==> src/rtl/uart_irq_pkg.sv <==
package uart_irq_pkg;
  localparam int SRC_W = 4;
  localparam int B_RX  = 0;
  localparam int B_ERR = 1;
  localparam int B_TX  = 2;
  localparam int B_MDM = 3;

  typedef enum logic [1:0] {
    SEL_SRC  = 2'd0,
    SEL_PEND = 2'd1,
    SEL_MASK = 2'd2,
    SEL_NONE = 2'd3
  } reg_sel_e;
endpackage

==> src/rtl/uart_irq_trig.sv <==
module uart_irq_trig #(
  parameter int FIFO_DEPTH = 16,
  parameter int TRIG_STEP  = 2,
  parameter int CNT_W      = $clog2(FIFO_DEPTH + 1),
  parameter bit IS_RX      = 1'b0
) (
  input  logic [2:0]       code_i,
  input  logic [CNT_W-1:0] count_i,
  output logic             hit_o
);
  localparam int LW = CNT_W + 4;

  logic [3:0]       eff_code;
  logic [LW-1:0]    raw_lvl;
  logic [CNT_W-1:0] lvl;

  assign eff_code = IS_RX ? ({1'b0, code_i} + 4'd1) : {1'b0, code_i};
  assign raw_lvl  = LW'(eff_code) * LW'(TRIG_STEP);
  assign lvl      = (raw_lvl > LW'(FIFO_DEPTH)) ? CNT_W'(FIFO_DEPTH) : raw_lvl[CNT_W-1:0];

  generate
    if (IS_RX) begin : g_rx
      assign hit_o = (count_i >= lvl);
    end else begin : g_tx
      assign hit_o = (count_i <= lvl);
    end
  endgenerate
endmodule

==> src/rtl/uart_irq_regs.sv <==
module uart_irq_regs
  import uart_irq_pkg::*;
(
  input  logic             clk_i,
  input  logic             rst_ni,
  input  logic [SRC_W-1:0] set_i,
  input  logic             we_i,
  input  logic [1:0]       sel_i,
  input  logic [SRC_W-1:0] wdata_i,
  output logic [SRC_W-1:0] src_o,
  output logic [SRC_W-1:0] pend_o,
  output logic [SRC_W-1:0] mask_o
);
  logic [SRC_W-1:0] src_q, pend_q, mask_q;
  logic [SRC_W-1:0] src_d, pend_d, mask_d, src_clr;
  logic             wr_src, wr_pend, wr_mask, refresh;

  assign wr_src  = we_i && (sel_i == SEL_SRC);
  assign wr_pend = we_i && (sel_i == SEL_PEND);
  assign wr_mask = we_i && (sel_i == SEL_MASK);

  // both clear paths hit source; set wins over clear
  assign src_clr = (wr_src || wr_pend) ? wdata_i : '0;
  assign src_d   = (src_q & ~src_clr) | set_i;
  assign mask_d  = wr_mask ? wdata_i : mask_q;
  // a source-only write does not refresh pending
  assign refresh = wr_pend || wr_mask || (|set_i);
  assign pend_d  = refresh ? (src_d & ~mask_d) : pend_q;

  always_ff @(posedge clk_i or negedge rst_ni) begin
    if (!rst_ni) begin
      src_q  <= '0;
      pend_q <= '0;
      mask_q <= '0;
    end else begin
      src_q  <= src_d;
      pend_q <= pend_d;
      mask_q <= mask_d;
    end
  end

  assign src_o  = src_q;
  assign pend_o = pend_q;
  assign mask_o = mask_q;

  p_pend_masked_r3: assert property (@(posedge clk_i) disable iff (!rst_ni)
    (pend_q & mask_q) == '0);

  p_pend_clear_r4: assert property (@(posedge clk_i) disable iff (!rst_ni)
    (we_i && sel_i == SEL_PEND) |=> ((src_q | pend_q) & $past(wdata_i & ~set_i)) == '0);

  p_src_clear_r5: assert property (@(posedge clk_i) disable iff (!rst_ni)
    (we_i && sel_i == SEL_SRC && set_i == '0) |=>
      ((src_q & $past(wdata_i)) == '0) && $stable(pend_q));

  p_mask_load_r2: assert property (@(posedge clk_i) disable iff (!rst_ni)
    (we_i && sel_i == SEL_MASK) |=> mask_q == $past(wdata_i));
endmodule

==> src/rtl/uart_irq_ctrl.sv <==
module uart_irq_ctrl
  import uart_irq_pkg::*;
#(
  parameter int FIFO_DEPTH = 16,
  parameter int TRIG_STEP  = 2,
  parameter int CNT_W      = $clog2(FIFO_DEPTH + 1)
) (
  input  logic             clk_i,
  input  logic             rst_ni,
  input  logic             fifo_en_i,
  input  logic [7:0]       ctrl_i,
  input  logic [10:0]      fifo_ctrl_i,
  input  logic [CNT_W-1:0] tx_count_i,
  input  logic [CNT_W-1:0] rx_count_i,
  input  logic             rx_ovf_i,
  input  logic             rx_underrun_i,
  input  logic             rx_tmo_i,
  input  logic             modem_evt_i,
  input  logic             reg_we_i,
  input  logic [1:0]       reg_sel_i,
  input  logic [3:0]       reg_wdata_i,
  output logic [3:0]       reg_rdata_o,
  output logic [3:0]       src_o,
  output logic [3:0]       pend_o,
  output logic             irq_o,
  output logic             dma_busy_o
);
  logic             tx_hit, rx_hit, rx_nz;
  logic [SRC_W-1:0] set_vec, mask_q;

  uart_irq_trig #(.FIFO_DEPTH(FIFO_DEPTH), .TRIG_STEP(TRIG_STEP), .CNT_W(CNT_W), .IS_RX(1'b0))
    u_tx_trig (.code_i(fifo_ctrl_i[10:8]), .count_i(tx_count_i), .hit_o(tx_hit));

  uart_irq_trig #(.FIFO_DEPTH(FIFO_DEPTH), .TRIG_STEP(TRIG_STEP), .CNT_W(CNT_W), .IS_RX(1'b1))
    u_rx_trig (.code_i(fifo_ctrl_i[6:4]), .count_i(rx_count_i), .hit_o(rx_hit));

  assign rx_nz = (rx_count_i != '0);

  always_comb begin
    set_vec        = '0;
    set_vec[B_TX]  = fifo_en_i && tx_hit;
    set_vec[B_RX]  = (fifo_en_i && (rx_hit || (rx_nz && !ctrl_i[7]))) || (rx_tmo_i && rx_nz);
    set_vec[B_ERR] = rx_ovf_i || rx_underrun_i;
    set_vec[B_MDM] = modem_evt_i;
  end

  uart_irq_regs u_regs (
    .clk_i   (clk_i),
    .rst_ni  (rst_ni),
    .set_i   (set_vec),
    .we_i    (reg_we_i),
    .sel_i   (reg_sel_i),
    .wdata_i (reg_wdata_i),
    .src_o   (src_o),
    .pend_o  (pend_o),
    .mask_o  (mask_q)
  );

  always_comb begin
    unique case (reg_sel_i)
      SEL_SRC:  reg_rdata_o = src_o;
      SEL_PEND: reg_rdata_o = pend_o;
      SEL_MASK: reg_rdata_o = mask_q;
      default:  reg_rdata_o = '0;
    endcase
  end

  assign irq_o      = |pend_o;
  assign dma_busy_o = (ctrl_i[1:0] == 2'd2) && !rx_nz;

  p_tx_set_r6: assert property (@(posedge clk_i) disable iff (!rst_ni)
    (fifo_en_i && tx_hit) |=> src_o[B_TX]);

  p_dma_idle_r10: assert property (@(posedge clk_i) disable iff (!rst_ni)
    rx_nz |-> !dma_busy_o);

  p_irq_follow_r3: assert property (@(posedge clk_i) disable iff (!rst_ni)
    (pend_o == '0) |-> !irq_o);
endmodule

==> config.mk <==
export PLATFORM = sky130hd
export DESIGN_NAME = uart_irq_ctrl
export DESIGN_NICKNAME = d
export VERILOG_FILES = /design/src/rtl/uart_irq_pkg.sv /design/src/rtl/uart_irq_trig.sv /design/src/rtl/uart_irq_regs.sv /design/src/rtl/uart_irq_ctrl.sv
export SDC_FILE = /design/constraint.sdc
export NUM_CORES = 1
export LEC_CHECK = 0
export BUFFER_PORTS_ARGS = -buffer_cell sky130_fd_sc_hd__buf_2
export CORE_MARGIN = 2
export CORE_UTILIZATION = 37
export CTS_CLUSTER_SIZE = 40
export DETAILED_ROUTE_END_ITERATION = 6
export PLACE_DENSITY = 0.75
export SKIP_LAST_GASP = 1
export SLEW_MARGIN = 20
export SYNTH_ARGS = -nofsm -noshare
export SYNTH_HDL_FRONTEND = slang
export SYNTH_SLANG_ARGS = --single-unit
export TNS_END_PERCENT = 100
==> constraint.sdc <==
create_clock -name clk_i -period 1 [get_ports clk_i]
set_input_delay 0.2 -clock clk_i [delete_from_list [all_inputs] [get_ports clk_i]]
set_output_delay 0.2 -clock clk_i [all_outputs]
set_load 0.03 [all_outputs]
==> results of run 1 <==
metal layers:
layer / global-route usage / up-vias / part of all wire
li1: - / 507 / -
met1: 0.300 / 525 / 0.39
met2: 0.475 / 39 / 0.56
met3: 0.0508 / 8 / 0.037
met4: 0.0385 / 0 / 0.014
met5: 0 / - / 0
synthesized netlist by cell type, types with 2 or more instances:
cell | number | area share
inv_1 | 7 | 0.030
nand3_1 | 2 | 0.011
mux2_2 | 8 | 0.10
nor3_1 | 2 | 0.011
o21ai_0 | 6 | 0.034
a211o_1 | 2 | 0.020
dfrtp_1 | 12 | 0.34
mux2i_1 | 4 | 0.045
ha_1 | 9 | 0.13
a21oi_1 | 2 | 0.011
nand2_1 | 14 | 0.059
nor2b_1 | 6 | 0.042
cells by family (layout without fill, tap and decap cells):
kind of cell / Yosys count / count (layout)
simple gates: 32 / 32
compound gates: 18 / 18
mux: 12 / 12
flops: 12 / 12
fa+ha+maj: 9 / 9
buf+inv: 8 / 94
xor+xnor: 1 / 1
per-stage QoR:
stage / hold WS [ns] / cells
after floorplan: -0.0956 / 92
after CTS: 0.136 / 203
final: 0.179 / 206
after global placement: 0.0836 / 192
after detailed placement: 0.0873 / 192
after global routing: 0.163 / 206
sequential cells by signal, indices dropped and copies added, names as in the netlist:
signal         count
u_regs.mask_o      4
u_regs.pend_o      4
u_regs.src_o       4
report_power, final:
group	leakage [nW]	switching [mW]	internal, mW
Sequential	0.128	0.0616	0.568
Combinational	0.750	0.530	0.605
Clock	0.0210	0.169	0.222
repair_timing:
action                     in CTS  in global routing
pin swaps                      16                  7
setup buffers                   9                  6
cloned                          0                  0
setup endpoints to repair      23                 21
hold buffers                    1                  0
resized for setup              56                 19
hold endpoints to repair       12                  0
worst paths after layout:
path                               endpoint
setup / recovery           u_regs.pend_o[1]
hold / removal              u_regs.src_o[3]
setup reg to reg           u_regs.pend_o[3]
hold reg to reg            u_regs.mask_o[2]
max in group asynchronous   u_regs.src_o[1]
min in group asynchronous   u_regs.src_o[3]
layout make-up:
| type | instances | area [sq um] |
|---|---|---|
| Inverter | 7 | 36.3 |
| Sequential cell | 12 | 308 |
| Fill cell | 127 | 389 |
| Clock buffer | 4 | 36.3 |
| Multi-Input combinational cell | 72 | 733 |
| Timing Repair Buffer | 83 | 696 |
| Tap cell | 28 | 35.0 |
==> impl_results.md, run 1 <==
- Status: complete, but fails checks
- Violated checks: negative setup slack
- Synth Area in Simple Gates: 0.200
- Critical Path Start: fifo_ctrl_i[4]
- Worst setup margin: -1.21 ns
- Most frequent cells in the layout: buf_6, buf_2, buf_4
- Yosys warning count: 0
- DRC violations left: 0
- IO Port Bufs: 46
- CTS tree: yes
- Crit-path cells: buf_8 -> ha_4 -> and2_4 -> o21ai_2 -> ha_1 -> nor2b_4 -> a311o_1 -> a222oi_1 -> nand3_1 -> buf_6 -> mux2_4
- Ys async rst share: 1.00
- Iter 0 DRT Violations: 19
- Pin count of the biggest net entering global routing: 13
- Yosys cell types: 30
- Gr usage total: 0.253
- Cell Rows: 17
- Global-route wire length before repair: 5090 microns
- GP Congestion: 0.803
- Critical Path RT: 1.16 ns
- R2R setup slack: -0.23 ns
- Root buffer cell: clkbuf_4
- Post-Syn Area: 883 sq um
- Clk_skew: 0.00550 ns
- Crit share post-route: 2.21
- Largest family of logic cells by synthesized area: simple AND/OR/NAND/NOR gates
- Yosys reg bits: 12
- DR vias/cell: 5.24
- Worst path depth: 11
- Area growth, synth to finish: 109%
- H-tree levels: 1
- R2R cell count: 4
- Crit path launch type: input pin
- WS Path Type: in -> reg
- Clock-pin slew on the worst setup and hold paths: 0.08 ns
- CP arrival: 2.37 ns
- Largest stage delay on the critical path: 0.40 ns
- CP max-delay cell: a222oi_1
- Most common cell after layout, fill and taps aside: buf_6
- Post-DRT Antenna Nets: 0
- Share of layout cells above drive strength 1: 0.742
- Post-Route Setup TNS: -8.94 ns
- Post-Synthesis Cells: 92
- Compound-Gate Fraction of Synth Area: 0.140
- Fmax: 0.453 GHz
- TritonCTS buffer count: 3
- Leakage: 0.899 nW
- Seq/Total Area, Yosys: 0.340
- Fin util: 0.826
- WHS Path Cells: 2
- # diodes: 0
- Max_cap viols: 0
- CTS sink count: 12
- Max clock buf depth: 2
- Routed vias: 1,079
- WL per Instance: 17.3 microns
- Total I/O pin count: 57
- Crit Reg-Reg Startpoint: u_regs.src_o[3]
- Layout Nets: 231
- Crit. End Element: register
- Worst slew margin: 0.743
- Worst-path maximum fanout: 4
- WP buf/inv: 2
- Syn_nets: 144
- Clk_lat worst skew: 0.28 ns
- DIE HEIGHT: 52.9 microns
- Die area: 2790 sq um
- Die W: 52.9 microns
- GRT overflow: 0
- Placed Area: 1470 sq um
- HP Class: in -> reg
- Worst Tran Pin Value: 0.384 ns
- Fin crit period: 2.21 ns
- Initial antenna violation count: 0
- Core Area: 2230 sq um
- Post-synth EDFFs: 0
- # setup viols final: 20
- Starting Density: 0.396
- Vias in the first global route: 1,140
- Post-synthesis adder-cell area fraction: 0.127
- Final Max Tran Viols: 0
- Pwr Total: 2.16 mW
- Xor and xnor fraction of the mapped netlist area: 0.00992
- Pwr dens: 1170 nW/um^2
- Largest delay share family, worst path: compound AO/OA/AOI/OAI gates
- Mux cell area share after synthesis: 0.147
- First drt pass iteration count: 4
- Final hold violation count: 0
- Final WL: 3570 microns
- Synth Area per Inst: 9.60 sq um
- Post-Place Setup Slack: -1.55 ns
- Prevailing post-synth register cell: dfrtp_1
- Unrepaired setup endpoints after global routing: yes
- Max VDD drop: 0.00115 V
- Design area: 1840 sq um
- Hold Crit Start: modem_evt_i
- HPWL after DPL: 2070 microns
Power figures use the tool's default switching activity.
==> run 2, diff against run 1 <==
Settings changed: BUFFER_PORTS_ARGS -buffer_cell sky130_fd_sc_hd__buf_2 to unset, CORE_UTILIZATION 37 to 45, DONT_BUFFER_PORTS set to 1, GPL_TIMING_DRIVEN set to 0, PLACE_DENSITY 0.75 to 0.63.
==> impl_results.md, run 2 (synthesis results as in run 1) <==
- Status: complete, but fails checks
- Violated checks: negative setup slack
- WS Path Type: in -> reg
- Die W: 48.3 microns
- Initial antenna violation count: 0
- DR vias/cell: 5.74
- WL per Instance: 15.3 microns
- Crit. End Element: register
- Post-DRT Antenna Nets: 0
- Crit path launch type: input pin
- Max VDD drop: 0.000935 V
- HP Class: in -> reg
- Switching fraction of total power: 0.351
- Worst-path maximum fanout: 4
- Internal power: 1.03 mW
- GRT overflow: 0
- Fin Hold WS: 0.0341 ns
- # setup viols final: 11
- Largest stage delay on the critical path: 0.45 ns
- DIE HEIGHT: 48.3 microns
- Share of layout cells above drive strength 1: 0.485
- TritonCTS buffer count: 3
- Final WL: 1920 microns
- Gr usage total: 0.178
- CP arrival: 2.26 ns
- Core Area: 1900 sq um
- Clock share of power: 0.236
- Global-route wire length before repair: 3320 microns
- Pwr dens: 1360 nW/um^2
- Clock-pin slew on the worst setup and hold paths: 0.07 ns
- Critical Path RT: 1.16 ns
- Root buffer cell: clkbuf_4
- CTS tree: yes
- Clk_lat worst skew: 0.27 ns
- Cell Rows: 16
- WP buf/inv: 0
- Worst setup margin: -1.10 ns
- Most frequent cells in the layout: nand2_1, dfrtp_2, mux2_4
- HPWL after DPL: 1540 microns
- Leakage: 0.490 nW
- DRC violations left: 0
- Worst slew margin: 0.585
- Iter 0 DRT Violations: 15
- IO Port Bufs: 0
- Most common cell after layout, fill and taps aside: nand2_1
- Crit-path cells: ha_4 -> and2_4 -> o21ai_2 -> ha_1 -> nor2b_4 -> a311o_1 -> a222oi_1 -> nand3_2 -> mux2_4
- Max_cap viols: 0
- Area growth, synth to finish: 33.1%
- Routed vias: 723
- Fin crit period: 2.10 ns
- Unrepaired setup endpoints after global routing: yes
- First drt pass iteration count: 6
- Worst Tran Pin Value: 0.620 ns
- CP max-delay cell: a222oi_1
- Total I/O pin count: 57
- Largest delay share family, worst path: compound AO/OA/AOI/OAI gates
- Fmax: 0.475 GHz
- Part of the power in combinational logic: 0.296
- Final hold violation count: 0
- Max clock buf depth: 2
- Net switching power: 0.559 mW
- H-tree levels: 1
- GP Congestion: 0.733
- Pin count of the biggest net entering global routing: 13
- Layout Nets: 152
- Starting Density: 0.464
- Flop pwr share: 0.468
- Clk_skew: 0.00166 ns
- Die area: 2330 sq um
- CTS sink count: 12
- # diodes: 0
- Crit share post-route: 2.10
- Vias in the first global route: 763
- Final Max Tran Viols: 0
- Post-Place Setup Slack: -1.56 ns
==> run 2: power by group through the flow <==
stage | clock network (mW) | logic (mW) | registers, mW
detailed placement | 0 | 0.417 | 0.747
floorplan | 0 | 0.369 | 0.723
finish | 0.377 | 0.471 | 0.746
CTS | 0.391 | 0.444 | 0.737
global route | 0.415 | 0.517 | 0.761
global placement | 0 | 0.408 | 0.743
==> run 2: path summary, 6_finish.rpt <==
kind	startpoint	end	slack, ns	cells after the start
worst max-delay path	fifo_ctrl_i[5]	u_regs.pend_o[3]	-1.10	9
worst min-delay path	modem_evt_i	u_regs.src_o[3]	0.03	1
worst max register to register	u_regs.src_o[1]	u_regs.pend_o[1]	-0.27	3
worst min register to register	u_regs.mask_o[2]	u_regs.mask_o[2]	0.53	1
max in group asynchronous	rst_ni	u_regs.src_o[3]	0.27	1
min in group asynchronous	rst_ni	u_regs.pend_o[0]	0.34	1
==> run 2: final cells by class <==
cell class,instances,area (sq um)
tap,27,33.8
multi-input combinational,72,723
timing repair buffer,3,25.0
buffer,1,11.3
fill,169,726
sequential,12,310
clock buffer,4,36.3
inverter,7,36.3
==> run 2: metrics by stage <==
step                      setup TNS (ns)  instances  total power [mW]  cell area, sq um   util
final                              -7.27        126              1.59              1180  0.618
after global placement             -8.42        119              1.15              1040  0.549
after CTS                          -7.51        125              1.57              1130  0.593
after global routing               -8.04        126              1.69              1180  0.618
after floorplan                    -6.50         92              1.09              1010      -
after detailed placement           -8.72        119              1.16              1040  0.549
==> run 2: timing repair <==
item,in CTS,in global routing
gates cloned,0,0
endpoints found under the hold margin,12,0
pin swaps,13,7
buffers inserted,1,2
hold buffers,1,0
setup endpoints to repair,13,14
gates resized for setup,6,9
==> run 2: layer usage <==
metal  vias to the layer above  part of all wire  global-route usage
met5                         -                 0                   0
met4                         0                 0              0.0238
met3                         0             0.071              0.0679
met2                        21              0.51               0.299
met1                       354              0.41               0.224
li1                        348                 -                   -
